File: src/rtl/nand_br_pkg.sv
package nand_br_pkg;
  typedef enum logic [1:0] {
    CYC_DATA = 2'd0,
    CYC_CMD  = 2'd1,
    CYC_ADDR = 2'd2
  } cyc_e;

  typedef enum logic [2:0] {
    ST_IDLE,
    ST_SETUP,
    ST_PULSE,
    ST_HOLD,
    ST_DONE
  } st_e;

  localparam int unsigned CLE_BIT = 22;
  localparam int unsigned ALE_BIT = 23;

  localparam logic [3:0] RG_SEL  = 4'd0;
  localparam logic [3:0] RG_CFG  = 4'd1;
  localparam logic [3:0] RG_TSU  = 4'd2;
  localparam logic [3:0] RG_TPW  = 4'd3;
  localparam logic [3:0] RG_THD  = 4'd4;
  localparam logic [3:0] RG_STAT = 4'd5;
  localparam logic [3:0] RG_MAP  = 4'd8;

  // address bit wins over command bit
  function automatic cyc_e decode_cyc(input logic ale_bit, input logic cle_bit);
    if (ale_bit)      return CYC_ADDR;
    else if (cle_bit) return CYC_CMD;
    else              return CYC_DATA;
  endfunction
endpackage

File: src/rtl/nand_br_sync.sv
module nand_br_sync #(
  parameter int unsigned STAGES = 2
) (
  input  logic clk_i,
  input  logic rst_ni,
  input  logic d_i,
  output logic q_o
);
  logic [STAGES-1:0] ff_q;

  generate
    for (genvar g = 0; g < STAGES; g++) begin : g_stage
      if (g == 0) begin : g_first
        always_ff @(posedge clk_i or negedge rst_ni) begin
          if (!rst_ni) ff_q[g] <= 1'b0;
          else         ff_q[g] <= d_i;
        end
      end else begin : g_rest
        always_ff @(posedge clk_i or negedge rst_ni) begin
          if (!rst_ni) ff_q[g] <= 1'b0;
          else         ff_q[g] <= ff_q[g-1];
        end
      end
    end
  endgenerate

  assign q_o = ff_q[STAGES-1];
endmodule

File: src/rtl/nand_br_regs.sv
module nand_br_regs
  import nand_br_pkg::*;
#(
  parameter int unsigned NUM_BANKS = 4,
  parameter int unsigned NUM_CHIPS = 4,
  parameter int unsigned TW        = 4,
  parameter int unsigned DEF_SETUP = 2,
  parameter int unsigned DEF_PULSE = 3,
  parameter int unsigned DEF_HOLD  = 1,
  localparam int unsigned BANK_W   = (NUM_BANKS > 1) ? $clog2(NUM_BANKS) : 1,
  localparam int unsigned CHIP_W   = (NUM_CHIPS > 1) ? $clog2(NUM_CHIPS) : 1
) (
  input  logic                 clk_i,
  input  logic                 rst_ni,
  input  logic                 wr_i,
  input  logic [3:0]           idx_i,
  input  logic [7:0]           wdata_i,
  input  logic                 ready_i,
  output logic [7:0]           rdata_o,
  output logic [NUM_BANKS-1:0] ce_no,
  output logic                 wp_o,
  output logic                 rb_low_o,
  output logic [TW-1:0]        t_setup_o,
  output logic [TW-1:0]        t_pulse_o,
  output logic [TW-1:0]        t_hold_o
);
  logic [NUM_BANKS-1:0] ce_q;
  logic [BANK_W-1:0]    sel_bank_q;
  logic                 sel_vld_q;
  logic [2:0]           cfg_q;
  logic [TW-1:0]        tsu_q, tpw_q, thd_q;
  logic [BANK_W-1:0]    map_q [NUM_CHIPS];

  logic [CHIP_W-1:0]    chip;
  logic [BANK_W-1:0]    chip_bank;
  logic                 chip_ok;
  logic [TW-1:0]        t_wr;

  assign chip      = wdata_i[CHIP_W-1:0];
  assign chip_ok   = (int'(chip) < NUM_CHIPS);
  assign chip_bank = chip_ok ? map_q[chip] : '0;
  assign t_wr      = (wdata_i[TW-1:0] == '0) ? TW'(1) : wdata_i[TW-1:0];

  always_ff @(posedge clk_i or negedge rst_ni) begin
    if (!rst_ni) begin
      ce_q       <= '0;
      sel_bank_q <= '0;
      sel_vld_q  <= 1'b0;
      cfg_q      <= '0;
      tsu_q      <= TW'(DEF_SETUP);
      tpw_q      <= TW'(DEF_PULSE);
      thd_q      <= TW'(DEF_HOLD);
      for (int i = 0; i < NUM_CHIPS; i++) map_q[i] <= BANK_W'(i);
    end else if (wr_i) begin
      case (idx_i)
        RG_SEL: begin
          if (wdata_i[7]) begin
            if (chip_ok) begin
              ce_q[chip_bank] <= 1'b1;
              sel_bank_q      <= chip_bank;
              sel_vld_q       <= 1'b1;
            end
          end else if (sel_vld_q) begin
            ce_q[sel_bank_q] <= 1'b0;
            sel_vld_q        <= 1'b0;
          end
        end
        RG_CFG: cfg_q <= wdata_i[2:0];
        RG_TSU: tsu_q <= t_wr;
        RG_TPW: tpw_q <= t_wr;
        RG_THD: thd_q <= t_wr;
        default: begin
          for (int i = 0; i < NUM_CHIPS; i++)
            if (idx_i == RG_MAP + 4'(i)) map_q[i] <= wdata_i[BANK_W-1:0];
        end
      endcase
    end
  end

  always_comb begin
    rdata_o = '0;
    case (idx_i)
      RG_SEL:  rdata_o[NUM_BANKS-1:0] = ce_q;
      RG_CFG:  rdata_o[2:0] = cfg_q;
      RG_TSU:  rdata_o[TW-1:0] = tsu_q;
      RG_TPW:  rdata_o[TW-1:0] = tpw_q;
      RG_THD:  rdata_o[TW-1:0] = thd_q;
      RG_STAT: rdata_o[0] = ready_i;
      default: begin
        for (int i = 0; i < NUM_CHIPS; i++)
          if (idx_i == RG_MAP + 4'(i)) rdata_o[BANK_W-1:0] = map_q[i];
      end
    endcase
  end

  assign ce_no     = ~ce_q;
  assign wp_o      = cfg_q[0] ^ cfg_q[1];
  assign rb_low_o  = cfg_q[2];
  assign t_setup_o = tsu_q;
  assign t_pulse_o = tpw_q;
  assign t_hold_o  = thd_q;
endmodule

File: src/rtl/nand_br_strobe.sv
module nand_br_strobe
  import nand_br_pkg::*;
#(
  parameter int unsigned TW = 4
) (
  input  logic          clk_i,
  input  logic          rst_ni,
  input  logic          start_i,
  input  logic          we_i,
  input  cyc_e          cyc_i,
  input  logic [7:0]    wdata_i,
  input  logic [7:0]    dq_i,
  input  logic [TW-1:0] t_setup_i,
  input  logic [TW-1:0] t_pulse_i,
  input  logic [TW-1:0] t_hold_i,
  output logic          idle_o,
  output logic          busy_o,
  output logic          done_o,
  output logic [7:0]    rdata_o,
  output logic [7:0]    dq_o,
  output logic          dq_oe_o,
  output logic          cle_o,
  output logic          ale_o,
  output logic          we_no,
  output logic          re_no
);
  st_e           st_q;
  logic [TW-1:0] cnt_q;
  logic          wr_q;
  cyc_e          cyc_q;
  logic [7:0]    dout_q, din_q;

  always_ff @(posedge clk_i or negedge rst_ni) begin
    if (!rst_ni) begin
      st_q   <= ST_IDLE;
      cnt_q  <= '0;
      wr_q   <= 1'b0;
      cyc_q  <= CYC_DATA;
      dout_q <= '0;
      din_q  <= '0;
    end else begin
      case (st_q)
        ST_IDLE: if (start_i) begin
          st_q   <= ST_SETUP;
          cnt_q  <= t_setup_i - TW'(1);
          wr_q   <= we_i;
          cyc_q  <= cyc_i;
          dout_q <= wdata_i;
        end
        ST_SETUP: if (cnt_q == '0) begin
          st_q  <= ST_PULSE;
          cnt_q <= t_pulse_i - TW'(1);
        end else cnt_q <= cnt_q - TW'(1);
        ST_PULSE: if (cnt_q == '0) begin
          st_q  <= ST_HOLD;
          cnt_q <= t_hold_i - TW'(1);
          if (!wr_q) din_q <= dq_i;
        end else cnt_q <= cnt_q - TW'(1);
        ST_HOLD: if (cnt_q == '0) st_q <= ST_DONE;
                 else cnt_q <= cnt_q - TW'(1);
        default: st_q <= ST_IDLE;
      endcase
    end
  end

  assign idle_o  = (st_q == ST_IDLE);
  assign busy_o  = (st_q == ST_SETUP) || (st_q == ST_PULSE) || (st_q == ST_HOLD);
  assign done_o  = (st_q == ST_DONE);
  assign rdata_o = din_q;
  assign dq_o    = dout_q;
  assign dq_oe_o = busy_o & wr_q;
  assign cle_o   = busy_o & (cyc_q == CYC_CMD);
  assign ale_o   = busy_o & (cyc_q == CYC_ADDR);
  assign we_no   = ~((st_q == ST_PULSE) & wr_q);
  assign re_no   = ~((st_q == ST_PULSE) & ~wr_q);
endmodule

File: src/rtl/nand_bridge.sv
module nand_bridge
  import nand_br_pkg::*;
#(
  parameter int unsigned ADDR_W    = 25,
  parameter int unsigned NUM_BANKS = 4,
  parameter int unsigned NUM_CHIPS = 4,
  parameter int unsigned TW        = 4,
  parameter int unsigned SYNC_N    = 2
) (
  input  logic                 clk_i,
  input  logic                 rst_ni,
  input  logic                 req_i,
  input  logic                 we_i,
  input  logic [ADDR_W-1:0]    addr_i,
  input  logic [7:0]           wdata_i,
  output logic [7:0]           rdata_o,
  output logic                 wait_o,
  input  logic                 rb_i,
  input  logic [7:0]           dq_i,
  output logic [7:0]           dq_o,
  output logic                 dq_oe_o,
  output logic                 cle_o,
  output logic                 ale_o,
  output logic                 we_no,
  output logic                 re_no,
  output logic [NUM_BANKS-1:0] ce_no,
  output logic                 wp_o
);
  logic          reg_sel, idle, busy, done, start, reg_wr, flash_ok;
  logic          rb_sync, rb_low, ready;
  cyc_e          cyc;
  logic [7:0]    reg_rdata, fl_rdata;
  logic [TW-1:0] t_setup, t_pulse, t_hold;

  assign reg_sel  = addr_i[ADDR_W-1];
  assign cyc      = decode_cyc(addr_i[ALE_BIT], addr_i[CLE_BIT]);
  assign flash_ok = we_i | (cyc == CYC_DATA);
  assign start    = req_i & idle & ~reg_sel & flash_ok;
  assign reg_wr   = req_i & idle & reg_sel & we_i;
  assign wait_o   = start | busy;
  assign ready    = rb_sync ^ rb_low;

  always_comb begin
    if (done)                         rdata_o = fl_rdata;
    else if (req_i & idle & reg_sel)  rdata_o = reg_rdata;
    else                              rdata_o = '0;
  end

  nand_br_sync #(.STAGES(SYNC_N)) i_sync (
    .clk_i (clk_i),
    .rst_ni(rst_ni),
    .d_i   (rb_i),
    .q_o   (rb_sync)
  );

  nand_br_regs #(
    .NUM_BANKS(NUM_BANKS),
    .NUM_CHIPS(NUM_CHIPS),
    .TW       (TW)
  ) i_regs (
    .clk_i    (clk_i),
    .rst_ni   (rst_ni),
    .wr_i     (reg_wr),
    .idx_i    (addr_i[3:0]),
    .wdata_i  (wdata_i),
    .ready_i  (ready),
    .rdata_o  (reg_rdata),
    .ce_no    (ce_no),
    .wp_o     (wp_o),
    .rb_low_o (rb_low),
    .t_setup_o(t_setup),
    .t_pulse_o(t_pulse),
    .t_hold_o (t_hold)
  );

  nand_br_strobe #(.TW(TW)) i_strobe (
    .clk_i    (clk_i),
    .rst_ni   (rst_ni),
    .start_i  (start),
    .we_i     (we_i),
    .cyc_i    (cyc),
    .wdata_i  (wdata_i),
    .dq_i     (dq_i),
    .t_setup_i(t_setup),
    .t_pulse_i(t_pulse),
    .t_hold_i (t_hold),
    .idle_o   (idle),
    .busy_o   (busy),
    .done_o   (done),
    .rdata_o  (fl_rdata),
    .dq_o     (dq_o),
    .dq_oe_o  (dq_oe_o),
    .cle_o    (cle_o),
    .ale_o    (ale_o),
    .we_no    (we_no),
    .re_no    (re_no)
  );
endmodule

File: config.mk
export PLATFORM = sky130hd
export DESIGN_NAME = nand_bridge
export DESIGN_NICKNAME = d
export VERILOG_FILES = /design/src/rtl/nand_br_pkg.sv /design/src/rtl/nand_br_sync.sv /design/src/rtl/nand_br_regs.sv /design/src/rtl/nand_br_strobe.sv /design/src/rtl/nand_bridge.sv
export SDC_FILE = /design/constraint.sdc
export NUM_CORES = 1
export LEC_CHECK = 0
export ABC_AREA = 1
export BUFFER_PORTS_ARGS = -buffer_cell sky130_fd_sc_hd__buf_2
export CAP_MARGIN = 20
export CORE_MARGIN = 2
export CORE_UTILIZATION = 40
export DETAILED_ROUTE_END_ITERATION = 16
export PLACE_DENSITY = 0.67
export SETUP_SLACK_MARGIN = 0.02
export SLEW_MARGIN = 10
export SYNTH_ARGS = -nofsm -noshare
export SYNTH_HDL_FRONTEND = slang
export SYNTH_SLANG_ARGS = --single-unit
File: constraint.sdc
create_clock -name clk_i -period 1.35 [get_ports clk_i]
set_input_delay 0.27 -clock clk_i [delete_from_list [all_inputs] [get_ports clk_i]]
set_output_delay 0.27 -clock clk_i [all_outputs]
set_load 0.005 [all_outputs]
# Word level (Yosys, flattened, before mapping)
# Cells that the tools add are included.
# totals
register_bits	58
in_bits	46
out_inout_bits	27
word_cells	132
# classes
addsub	4
order_cmp	5
eq_ne	20
muxes	33
bitwise	24
reduce_logical	27
# ops
operator	count
$mux 4	8
$reduce_and 3->1	8
$eq 4x4->1 const B	4
$pmux 4 s4	1
$sub 4x1->4 const B	4
$mux 2	7
$logic_not 4->1	3
$mux 3	4
$pmux 1 s6	2
$pmux 3 s4	1
$reduce_and 2->1	6
$and 1x1->1	10
$eq 4x2->1 const B	2
$eq 4x3->1 const B	2
$mux 8	1
$ne 2x1->1 const B	4
$not 4->4	2
$eq 3x2->1 const B	2
$lt 2x3->1 const B	2
$not 1->1	5
$pmux 1 s5	1
$reduce_or 5->1	1
$and 4x4->4	1
$bmux 2 s2	1
other kinds (22)	31

# Longest topological paths before layout
# depth
depth_word	10
depth_mapped	12
mapped_depth_nobuf	11

# Modules after synthesis
# A second synthesis with hierarchy kept.
# hier_totals
cells_unflattened	479
area_unflattened_um2	3485.8
# by_module_without_submodules
module	instances	cells_each	area_per_inst_um2	seq_area_each_um2
nand_br_regs	1	239	1707.9	760.7
nand_br_strobe	1	199	1546.5	650.6
nand_bridge	1	39	181.4	0.0
nand_br_sync	1	2	50.0	50.0

# Least setup slack after synthesis
# OpenSTA, ideal clock, no wires.
# synth_timing
kind	reg-to-reg
startpoint	register i_strobe.cnt_q[0]
endpoint	register i_strobe.cnt_q[0]
setup_time_ns	0.116
arrival_time_ns	1.380
t_required_ns	1.234
path_slack_ns	-0.146
stages_incl_launch_ff	10
n_path_buf	0
period_less_slack_ns	1.496
path_cell_list	dfrtp_1 > inv_1 > ha_1 > nand2_1 > nor2_1 > nand2_1 > nand2_2 > inv_1 > nand2_1 > nand2_1
# synth_via
elab_chain_len	3
word_cells_on_any_way	8
classes_between	add/sub (1); eq/ne (1); mux (4); reduce/logical (2)
# synth_rtl
item	line_no	rtl
start, declared	nand_br_strobe.sv:28	logic [TW-1:0] cnt_q;
start signal, assigned	nand_br_strobe.sv:45	cnt_q <= t_setup_i - TW'(1);
start signal, assigned	nand_br_strobe.sv:52	cnt_q <= t_pulse_i - TW'(1);
start signal, assigned	nand_br_strobe.sv:53	end else cnt_q <= cnt_q - TW'(1);
$sub 4x1->4 or $logic_not 4->1 (tied branches)	--	
$mux 4 (tied with other cells)	nand_br_strobe.sv:59	ST_HOLD: if (cnt_q == '0) st_q <= ST_DONE;
$pmux 4 s4 or $reduce_and 3->1 (tied branches)	--	
# Parallel ways exist; a longest one is shown, timed or not. The select of a mux whose other input is x is not followed.
# A chain may end at the register's enable or synchronous reset.

# Worst setup path after layout
# layout_timing
startpoint	register i_strobe.st_q[2]
endpoint	output port rdata_o[1]
# layout_via
elab_chain_len	5
word_cells_on_any_way	6
classes_between	eq/ne (1); mux (2); bitwise (2); reduce/logical (1)
# layout_rtl
item	line_no	rtl
start, declared	nand_br_strobe.sv:27	st_e st_q;
start signal, assigned	nand_br_strobe.sv:35	st_q <= ST_IDLE;
start signal, assigned	nand_br_strobe.sv:44	st_q <= ST_SETUP;
start signal, assigned	nand_br_strobe.sv:51	st_q <= ST_PULSE;
$logic_not 3->1	nand_br_strobe.sv:66	assign idle_o = (st_q == ST_IDLE);
$and 1x1->1 (2 in series)	nand_bridge.sv:45	else if (req_i & idle & reg_sel) rdata_o = reg_rdata;
$mux 4	nand_bridge.sv:45	
$mux 8 (*)	nand_bridge.sv:44	if (done) rdata_o = fl_rdata;
end, declared	nand_bridge.sv:16	output logic [7:0] rdata_o,
# Mark *: on every way between the ends. The rest lies on a longest branch, timed or not.

==> results.toml <==
[detailed_routing]
viasPerCell = 4.734
routed_wl_um = 9434
ant_nets = 0
drtPass1Iterations = 4
drtIter0Drc = 175
drcViolationCount = 0
vias = 3413
routedWlPerCell_um = 13.08

[floorplanning]
start_util_pct = 40.76
dieHeight_um = 95.05
std_cell_rows = 33
io_pins = 73
die_x_um = 95.05
core_area_sq_um = 8134
die_area_sq_um = 9034

[run_status]
violations = "setup timing"
status = "finished, violations left"

[clock_network]
htree_levels = 3
clock_latency_ps = 340
clockBufferDepth = 2
numCtsBuffers = 9
cts.reportedPaths.clkPinSlew_ps = 70
cts_tree = "built"
numClockSinks = 58
clockRootBuffer = "clkbuf_8"

[critical_path]
required_ps = 1080
worstPathMaxFanout = 3
crit_arrival_ps = 1530
critPathMaxStageDelay_ps = 420
crit_family = "simple AND/OR/NAND/NOR gates"
cp-start-kind = "register"
crit_buf_inv = 2
crit_slowest_cell = "dfrtp_1"
cp-end-kind = "output pin"
crit_chain = "nor2_4 -> nand3_4 -> nor2_4 -> buf_6 -> nand3_2 -> nand2_1 -> buf_2"
path_class = "register to output pin"
crit_top_cell = "nor2_4"

[placement]
dp.cells = 688
hpwlAfterDp_um = 6626
port_buffers = 54
routabilityCongestion = 0.9343

[sta]
period_share_pct = 133.2
period_needed_ps = 1799
setup_viol = 69
hold_viol = 0
worst_clock_skew_ps = 6.346
worst_slack_ps = -448.8
drv_slew = 0
fmax_ghz = 0.5559
rsz0062_at_grt = "yes"
timing.slew.headroom_pct = 70.35
worst_pin_slew_ps = 442.7

[layout]
area_delta_synth_final_pct = 46.94
final_common_cell = "nand2_1"
final_nets = 662
final-seq-area_sq_um = 1461
drive_gt1_share_pct = 36.69
final_cell_mix = "nand2_1, buf_4, buf_2"
insertedDiodeCount = 0
fillers = 720
fin_cells = 721
multiInputGateArea_sq_um = 1821
finish.utilization_pct = 59.90

[global_routing]
grt_max_degree = 59
overflow = 0
grt_usage_pct = 21.89
first_global_vias = 3213
grt_first_pass_wirelength_um = 15070
antenna_found_initial = 0

[min_path]
hold_class = "primary input to register"

[power_and_ir_drop]
irDropWorstVdd_v = 0.0006047
p_per_area_nw_per_um2 = 1553
leakage_uw = 0.002604

[synthesis]
synth_area_sq_um = 3316
syn_inst = 470
avgSynthCellArea_sq_um = 7.055
synth_nets = 521
ys_seq_area_share_pct = 44.08
yosys_warnings = 0
synth.distinct_cells = 31
ys_seq_elements = 58

[run]
drv_cap = 0
-- cell usage after synthesis, drive strengths merged --
cell / instances / area, sq um
buf: 3 / 23.77
nand3: 27 / 140.1
a31oi: 1 / 6.260
nor2: 37 / 156.4
dfstp: 8 / 210.2
o211ai: 5 / 37.54
clkbuf: 2 / 7.510
o21ai: 55 / 290.3
or2: 4 / 25.03
nand4: 3 / 18.77
a21oi: 4 / 20.02
xor2: 7 / 61.31
nand2: 192 / 733.2
o21a: 1 / 7.510
ha: 5 / 62.56
o22ai: 1 / 6.260
dfrtp: 50 / 1251
nor3: 2 / 21.27
inv: 63 / 236.5
-- sequential cells by signal (all words and copies together) (netlist names) --
register	flops
i_regs.sel_vld_q	1
i_sync.ff_q	1
i_regs.t_hold_o	4
i_regs.ce_q	4
i_regs.t_setup_o	4
i_strobe.wr_q	1
i_strobe.cyc_q	2
i_strobe.dq_o	8
i_strobe.st_q	3
i_regs.cfg_q	3
i_regs.t_pulse_o	4
i_strobe.cnt_q	4
i_strobe.rdata_o	8
i_regs.sel_bank_q	2
i_sync.q_o	1
i_regs.map_q	8
-- cell type report --
class                           instances  area share (%)
Multi-Input combinational cell        345           37.37
Sequential cell                        58           29.99
Timing Repair Buffer                  134           20.78
Inverter                               63           5.290
Clock buffer                           13           3.056
Tap cell                              105           2.696
Clock inverter                          3          0.8218
-- where the power goes --
group	internal, uW	switching (uW)
Sequential	2160	240
Clock	900	732
Combinational	1690	1850
Total	4740	2820
-- final timing paths --
kind                                       start                 end  cells past startpoint  slack (ps)
worst min-delay path                        rb_i      i_sync.ff_q[0]                      1          30
min in group asynchronous                 rst_ni   i_strobe.cnt_q[2]                      3         450
max in group asynchronous                 rst_ni  i_regs.t_hold_o[0]                      3         560
worst min register to register    i_sync.ff_q[0]          i_sync.q_o                      0         350
worst max register to register  i_strobe.st_q[2]     i_regs.map_q[2]                      9        -320
worst max-delay path            i_strobe.st_q[2]          rdata_o[1]                      7        -450
-- metrics by stage --
step | setup slack, ps | power [uW] | setup TNS [ps] | instance area [sq um] | hold WS (ps)
finish | -448.8 | 7568 | -16520 | 4872 | 25.39
global route | -507.6 | 8100 | -21760 | 4872 | 20.50
CTS | -465.5 | 7241 | -17000 | 4702 | 23.69
detailed placement | -277.8 | 5051 | -8081 | 4209 | 305.6
global placement | -289.6 | 4968 | -6044 | 4209 | 301.4
floorplan | -96.10 | 3849 | -337.8 | 3333 | -25.59
-- worst register-to-register path: cells and delay by family (launching register included) --
family / cells / cell delay, ps
and+or+nand+nor: 6 / 740
AOI/OAI and AO/OA: 1 / 90
DFF: 1 / 420
buffers and inverters: 2 / 300
-- layer usage --
metal  global-route usage (%)  wire length, um
met1                    28.59             4271
met2                    36.58             4641
met3                    4.506              383
met4                    6.884              138
met5                        0                0
-- logic make-up (layout without fill, tap and decap cells) --
kind of cell	after synthesis	count (layout)	share of synthesized area [%]
AO/OA/AOI/OAI	67	67	11.09
XOR/XNOR	7	7	1.849
adder cells (fa/ha/maj)	5	5	1.887
buffers and inverters	68	213	8.076
flip-flops	58	58	44.08
AND/OR/NAND/NOR	265	266	33.02
-- timing repair --
| item | 4_1_cts | 5_1_grt |
|---|---|---|
| hold endpoints to repair | 50 | 0 |
| pin swaps | 10 | 9 |
| buffers inserted | 10 | 7 |
| cloned | 2 | 0 |
| hold buffers | 1 | 0 |
| endpoints found under the setup margin | 72 | 73 |
| gates resized for setup | 72 | 37 |
Power figures use the tool's default switching activity.
